## src/rtl/exc_ctrl.sv

```systemverilog
module exc_ctrl #(
  parameter logic [31:0] NORM_BASE = 32'h8000_0000,
  parameter logic [31:0] BOOT_BASE = 32'hBFC0_0200,
  parameter logic [31:0] NMI_VEC   = 32'hBFC0_0000,
  parameter logic [31:0] OFF_GEN   = 32'h0000_0180,
  parameter logic [31:0] OFF_REF   = 32'h0000_0000,
  parameter logic [31:0] OFF_XREF  = 32'h0000_0080
) (
  input  logic        clk,
  input  logic        rst_n,
  input  logic [31:0] pc_in,
  input  logic        in_slot,
  input  logic        exc_req,
  input  logic [4:0]  exc_code,
  input  logic [1:0]  exc_kind,
  input  logic [1:0]  exc_cop,
  input  logic        nmi_req,
  input  logic [4:0]  irq_pins,
  input  logic        timer_irq,
  input  logic        eret,
  input  logic        ll_set,
  input  logic        csr_we,
  input  logic [1:0]  csr_sel,
  input  logic [31:0] csr_wdata,
  output logic [31:0] csr_rdata,
  output logic        redirect,
  output logic [31:0] redirect_pc,
  output logic        ll_flag
);
  localparam logic [4:0] CODE_CPU = 5'd11;

  logic        st_ie, st_exl, st_erl, st_bev;
  logic [1:0]  st_ksu;
  logic [7:0]  st_im;
  logic        ca_bd;
  logic [1:0]  ca_ce, ca_ipsw;
  logic [4:0]  ca_code;
  logic [31:0] epc, errorepc;

  logic [7:0]  ip;
  logic        irq_go, do_nmi, do_exc, do_irq, do_ret, any_ev, sw_wr;
  logic [31:0] entry_pc, base, off;

  assign ip       = {timer_irq, irq_pins, ca_ipsw};
  assign irq_go   = st_ie && !st_exl && !st_erl && |(ip & st_im);
  assign do_nmi   = nmi_req;
  assign do_exc   = exc_req && !nmi_req;
  assign do_irq   = irq_go && !nmi_req && !exc_req;
  assign do_ret   = eret && !nmi_req && !exc_req && !irq_go;
  assign any_ev   = nmi_req || exc_req || irq_go || eret;
  assign sw_wr    = csr_we && !any_ev;
  assign entry_pc = in_slot ? pc_in - 32'd4 : pc_in;
  assign base     = st_bev ? BOOT_BASE : NORM_BASE;

  always_comb begin
    case (exc_kind)
      2'd1:    off = OFF_REF;
      2'd2:    off = OFF_XREF;
      default: off = OFF_GEN;
    endcase
    if (!do_exc) off = OFF_GEN;
  end

  always_comb begin
    case (csr_sel)
      2'd0: csr_rdata = {9'b0, st_bev, 6'b0, st_im, 3'b0, st_ksu, st_erl, st_exl, st_ie};
      2'd1: csr_rdata = {ca_bd, 1'b0, ca_ce, 12'b0, ip, 1'b0, ca_code, 2'b0};
      2'd2: csr_rdata = epc;
      default: csr_rdata = errorepc;
    endcase
  end

  always_ff @(posedge clk) begin
    if (!rst_n) begin
      st_ie <= 1'b0; st_exl <= 1'b0; st_erl <= 1'b1; st_bev <= 1'b1;
      st_ksu <= 2'b00; st_im <= 8'h00;
    end else if (do_nmi) begin
      st_erl <= 1'b1;
      st_bev <= 1'b1;
    end else if (do_exc || do_irq) begin
      st_exl <= 1'b1;
    end else if (do_ret) begin
      if (st_erl) st_erl <= 1'b0;
      else        st_exl <= 1'b0;
    end else if (sw_wr && csr_sel == 2'd0) begin
      st_ie  <= csr_wdata[0];
      st_exl <= csr_wdata[1];
      st_erl <= csr_wdata[2];
      st_ksu <= csr_wdata[4:3];
      st_im  <= csr_wdata[15:8];
      st_bev <= csr_wdata[22];
    end
  end

  always_ff @(posedge clk) begin
    if (!rst_n) begin
      ca_bd <= 1'b0; ca_ce <= 2'b0; ca_code <= 5'd0; ca_ipsw <= 2'b0;
      epc <= 32'd0; errorepc <= 32'd0;
    end else if (do_nmi) begin
      errorepc <= pc_in;
    end else if (do_exc || do_irq) begin
      ca_code <= do_exc ? exc_code : 5'd0;
      ca_ce   <= (do_exc && exc_code == CODE_CPU) ? exc_cop : 2'b0;
      if (!st_exl) begin
        epc   <= entry_pc;
        ca_bd <= in_slot;
      end
    end else if (sw_wr) begin
      case (csr_sel)
        2'd1: ca_ipsw <= csr_wdata[9:8];
        2'd2: epc <= csr_wdata;
        2'd3: errorepc <= csr_wdata;
        default: ;
      endcase
    end
  end

  always_ff @(posedge clk) begin
    if (!rst_n) begin
      redirect <= 1'b0; redirect_pc <= 32'd0; ll_flag <= 1'b0;
    end else begin
      redirect <= do_nmi || do_exc || do_irq || do_ret;
      if (do_nmi)                redirect_pc <= NMI_VEC;
      else if (do_exc || do_irq) redirect_pc <= base + off;
      else if (do_ret)           redirect_pc <= st_erl ? errorepc : epc;
      if (do_ret)      ll_flag <= 1'b0;
      else if (ll_set) ll_flag <= 1'b1;
    end
  end

  p_entry_sets_exl_r5: assert property (@(posedge clk) disable iff (!rst_n)
    (exc_req && !nmi_req) |=> st_exl);
  p_epc_kept_r5: assert property (@(posedge clk) disable iff (!rst_n)
    (exc_req && !nmi_req && st_exl) |=> ($stable(epc) && $stable(ca_bd)));
  p_nmi_vector_r9: assert property (@(posedge clk) disable iff (!rst_n)
    nmi_req |=> (redirect && redirect_pc == NMI_VEC && st_erl && st_bev));
  p_irq_entry_r7: assert property (@(posedge clk) disable iff (!rst_n)
    (irq_go && !nmi_req && !exc_req) |=> (redirect && st_exl && ca_code == 5'd0));
  p_ret_clears_ll_r11: assert property (@(posedge clk) disable iff (!rst_n)
    (eret && !nmi_req && !exc_req && !irq_go) |=> (redirect && !ll_flag));
endmodule

```

## config.mk

```make
export PLATFORM = sky130hd
export DESIGN_NAME = exc_ctrl
export DESIGN_NICKNAME = d
export VERILOG_FILES = /design/src/rtl/exc_ctrl.sv
export SDC_FILE = /design/constraint.sdc
export NUM_CORES = 1
export LEC_CHECK = 0
export ABC_AREA = 0
export ABC_CLOCK_PERIOD_IN_PS = 2400
export BUFFER_PORTS_ARGS = -buffer_cell sky130_fd_sc_hd__buf_2
export CAP_MARGIN = 30
export CORE_ASPECT_RATIO = 2
export CORE_UTILIZATION = 55
export CTS_CLUSTER_SIZE = 10
export DETAILED_ROUTE_END_ITERATION = 12
export PLACE_DENSITY_LB_ADDON = 0.15
export SLEW_MARGIN = 5
export SYNTH_ARGS = -nofsm -noshare
export SYNTH_HDL_FRONTEND = slang
export SYNTH_SLANG_ARGS = --single-unit
```

## constraint.sdc

```tcl
create_clock -name clk -period 2.4 [get_ports clk]
set_clock_uncertainty 0.05 [all_clocks]
set_input_delay 0.36 -clock clk [delete_from_list [all_inputs] [get_ports clk]]
set_output_delay 0.36 -clock clk [all_outputs]
set_load 0.01 [all_outputs]
```

==> run_results.csv <==
group,metric,value,unit
detailed_routing,antenna_left,0,
sta,finalMaxSlewViolations,0,
detailed_routing,met3_wirelength,1.60,mm
placement,detailed_place_hpwl,17.4,mm
pwr,power.density,657,nW/um^2
sta,setup_ws,0.155,ns
detailed_routing,route.met2.wl,12.5,mm
sta,max-slew-margin-rel,0.539,
yosys,synth.yosys.seq_area_share,0.353,
detailed_routing,dr_total_vias,7207,
worst_setup_path,timing.critical_path.fanout_max,22,
yosys,netlist-cell-type-count,67,
sta,final_min_period_over_clock_period,0.935,
worst_setup_path,crit_type,"register to register",
clock_network,count_of_hold_fix_buffers_inserted_at_cts,0,
clock_network,cts_buffers,17,
grt,grt_util_all_layers,0.385,
sta,final.min_clock_period,2.24,ns
clock_network,ctsRootBufferMaster,"sky130_fd_sc_hd__clkbuf_16",
finish,finalInstanceArea,8710,sq um
hold_path,hp-class,"primary input to register",
finish,area_of_the_multi_input_gates,4190,sq um
grt,first_global_vias,7323,
yosys,synth-seq-cells,122,
sta,setup-tns-final,0,ns
yosys,ys_warn_count,0,
worst_setup_path,r2r_cells,7,
yosys,net_count_after_synthesis,863,
detailed_routing,drt_first_iter_violations,687,
sta,setup_viol_count_final,0,
floorplan,die_width,81.3,um
pwr,leakage,0.00396,uW
outcome,status,"finished clean",
floorplan,coreArea,12200,sq um
finish,synthToLayoutAreaGrowth,25.9,%
finish,fin_nets,1029,
sta,grt_setup_unrepaired,"false",
yosys,postSynth.topFlopCell,"sky130_fd_sc_hd__dfxtp_1",
clock_network,skew_pair_late_insertion_delay,0.42,ns
placement,io_buffer_count,154,
detailed_routing,routed_length_on_met1,8.43,mm
detailed_routing,drt_first_pass_iters,8,
worst_setup_path,critical_path.startpoint_type,"register",
clock_network,cts_resized,0,
detailed_routing,wl_per_cell,22.0,um
sta,timing.fmax,446,MHz
floorplan,design.die.area,13100,sq um
floorplan,dieHeight,161,um
yosys,syn-instance-count,772,
clock_network,clock_tree.htree_level_count,4,
worst_setup_path,timing.critical_path.required,2.67,ns
finish,seq_area,2440,sq um
grt,antenna_found_initial,0,
pwr,irDropWorstVdd,0.555,mV
run,max_cap_viol_count,0,
finish,instances_no_fill,1097,
floorplan,pin_count,155,
yosys,syn_area,6920,sq um
clock_network,cts.reportedPaths.clkPinSlew,0.06,ns
finish,n_fill_cell,995,
grt,maximum_number_of_pins_on_one_net_before_global_route_repair,37,
floorplan,start_util,0.568,
hold_path,whs_path_depth,3,
placement,placedCellCount,1066,
grt,globalRouteOverflowTotal,0,
yosys,synthArstFlopShare,0,
worst_setup_path,critPathCaptureType,"register",
yosys,synth_enable_flop_cells,0,
sta,max_slew.worst_pin.slew,0.691,ns
clock_network,post-cts-setup-buffer-count,0,
clock_network,cts_buffer_depth,2,
finish,post_route_cells_drive_above_1_share,0.307,
sta,hold_violations,0,
floorplan,floorplan.rows,57,
yosys,synth_area_per_cell,8.97,sq um
clock_network,clock_sink_count,122,
detailed_routing,wl,24.2,mm
placement,placement_cell_area,8120,sq um
worst_setup_path,timing.critical_path.arrival,2.52,ns
placement,dp_slack,0.0950,ns
grt,grt_pass1_wl,37.9,mm
detailed_routing,detail_route.drc_violations,0,
sta,worst_hold_check_slack,0.133,ns
placement,place_congestion,0.920,
detailed_routing,detail_route.vias_per_cell,6.57,
clock_network,cts_tree,"built",
detailed_routing,routed.top_layer,"met4",
finish,antenna_cell_count,0,
[worst paths after layout]
check	to	startpoint	slack, ns
setup / recovery	redirect_pc[19]	st_im[7]	0.16
hold / removal	ca_ce[1]	exc_cop[1]	0.13
setup reg to reg	redirect_pc[19]	st_im[7]	0.16
hold reg to reg	epc[17]	epc[17]	0.42
[cell usage in the layout, fill, tap and decap left out, types with 5 or more instances in the layout]
master,Yosys,final
sky130_fd_sc_hd__mux4_2,11,11
sky130_fd_sc_hd__o31ai_1,27,27
sky130_fd_sc_hd__o21ai_0,56,56
sky130_fd_sc_hd__nor4_1,11,11
sky130_fd_sc_hd__mux2_2,6,6
sky130_fd_sc_hd__xnor2_1,9,9
sky130_fd_sc_hd__nand3_1,21,21
sky130_fd_sc_hd__dfxtp_1,122,121
sky130_fd_sc_hd__nor2_1,65,65
sky130_fd_sc_hd__o21a_1,5,5
sky130_fd_sc_hd__a21oi_1,24,24
sky130_fd_sc_hd__buf_2,21,153
sky130_fd_sc_hd__buf_4,2,50
sky130_fd_sc_hd__buf_12,0,6
sky130_fd_sc_hd__inv_1,10,10
sky130_fd_sc_hd__o221a_2,10,10
sky130_fd_sc_hd__clkbuf_16,0,17
sky130_fd_sc_hd__xor2_1,5,5
sky130_fd_sc_hd__nor2b_1,18,18
sky130_fd_sc_hd__nand4_1,7,7
sky130_fd_sc_hd__a22o_1,7,7
sky130_fd_sc_hd__a22oi_1,10,10
sky130_fd_sc_hd__nand2_1,60,60
sky130_fd_sc_hd__o211a_1,20,20
sky130_fd_sc_hd__a211oi_1,21,21
sky130_fd_sc_hd__nor3_1,22,22
sky130_fd_sc_hd__mux2i_1,90,90
[metrics by stage]
step           utilization  power (uW)
4_1_cts              0.714        5710
6_report             0.714        5720
3_3_place_gp         0.666        3090
3_5_place_dp         0.666        3110
2_1_floorplan            -        2730
5_1_grt              0.714        5880
[power breakdown]
group	total (uW)	leakage, uW	internal (uW)	switching (uW)
clock	2630	0.000285	1650	980
sequential	2220	0.00100	2130	84.3
combinational	881	0.00268	379	501
total	5720	0.00396	4160	1570
[registers in the layout, indices dropped and copies added (netlist names)]
| register | flops |
|---|---|
| st_ksu | 2 |
| ll_flag | 1 |
| errorepc | 32 |
| redirect | 1 |
| st_exl | 1 |
| redirect_pc | 32 |
| ca_ce | 2 |
| ca_ipsw | 2 |
| epc | 32 |
| st_im | 8 |
| ca_bd | 1 |
| st_ie | 1 |
| ca_code | 5 |
| st_bev | 1 |
| st_erl | 1 |
[cell type report]
cell class | count | share of cell area
Clock inverter | 12 | 0.0172
Tap cell | 147 | 0.0211
Timing Repair Buffer | 209 | 0.145
Clock buffer | 19 | 0.0508
Inverter | 10 | 0.00431
Multi-Input combinational cell | 578 | 0.481
Sequential cell | 122 | 0.280
[critical path, cell delays in order (launching register included)]
cell and delay (ns):
sky130_fd_sc_hd__dfxtp_1 0.32, sky130_fd_sc_hd__a22oi_1 0.36, sky130_fd_sc_hd__nand4_2 0.29, sky130_fd_sc_hd__buf_4 0.25, sky130_fd_sc_hd__a21oi_4 0.24, sky130_fd_sc_hd__buf_4 0.31
sky130_fd_sc_hd__nor2_1 0.07, sky130_fd_sc_hd__a211oi_1 0.25
[cells by family (layout without fill, tap and decap cells)]
group | after synthesis | after routing | share of synthesized area
AO/OA/AOI/OAI | 216 | 216 | 0.230
flip-flops | 122 | 122 | 0.353
adder cells (fa/ha/maj) | 2 | 2 | 0.00361
multiplexers | 107 | 107 | 0.176
AND/OR/NAND/NOR | 239 | 239 | 0.176
buffers and inverters | 72 | 250 | 0.0441
XOR/XNOR | 14 | 14 | 0.0177
[cell usage after synthesis (18+ instances only)]
cell	n	area (sq um)
sky130_fd_sc_hd__o21ai_0	56	280
sky130_fd_sc_hd__buf_2	21	105
sky130_fd_sc_hd__nand3_1	21	105
sky130_fd_sc_hd__nand2_1	60	225
sky130_fd_sc_hd__o31ai_1	27	203
sky130_fd_sc_hd__o211a_1	20	200
sky130_fd_sc_hd__clkbuf_1	32	120
sky130_fd_sc_hd__a21oi_1	24	120
sky130_fd_sc_hd__nor2_1	65	244
sky130_fd_sc_hd__dfxtp_1	122	2440
sky130_fd_sc_hd__nor3_1	22	110
sky130_fd_sc_hd__mux2i_1	90	901
sky130_fd_sc_hd__a211oi_1	21	158
sky130_fd_sc_hd__nor2b_1	18	113
[routing by layer]
metal | up-vias | GRT usage
met1 | 3472 | 0.415
met4 | 0 | 0.275
met2 | 402 | 0.641
li1 | 3224 | -
met5 | - | 0
met3 | 109 | 0.0824
No activity file was read; power rests on OpenSTA's default activity.
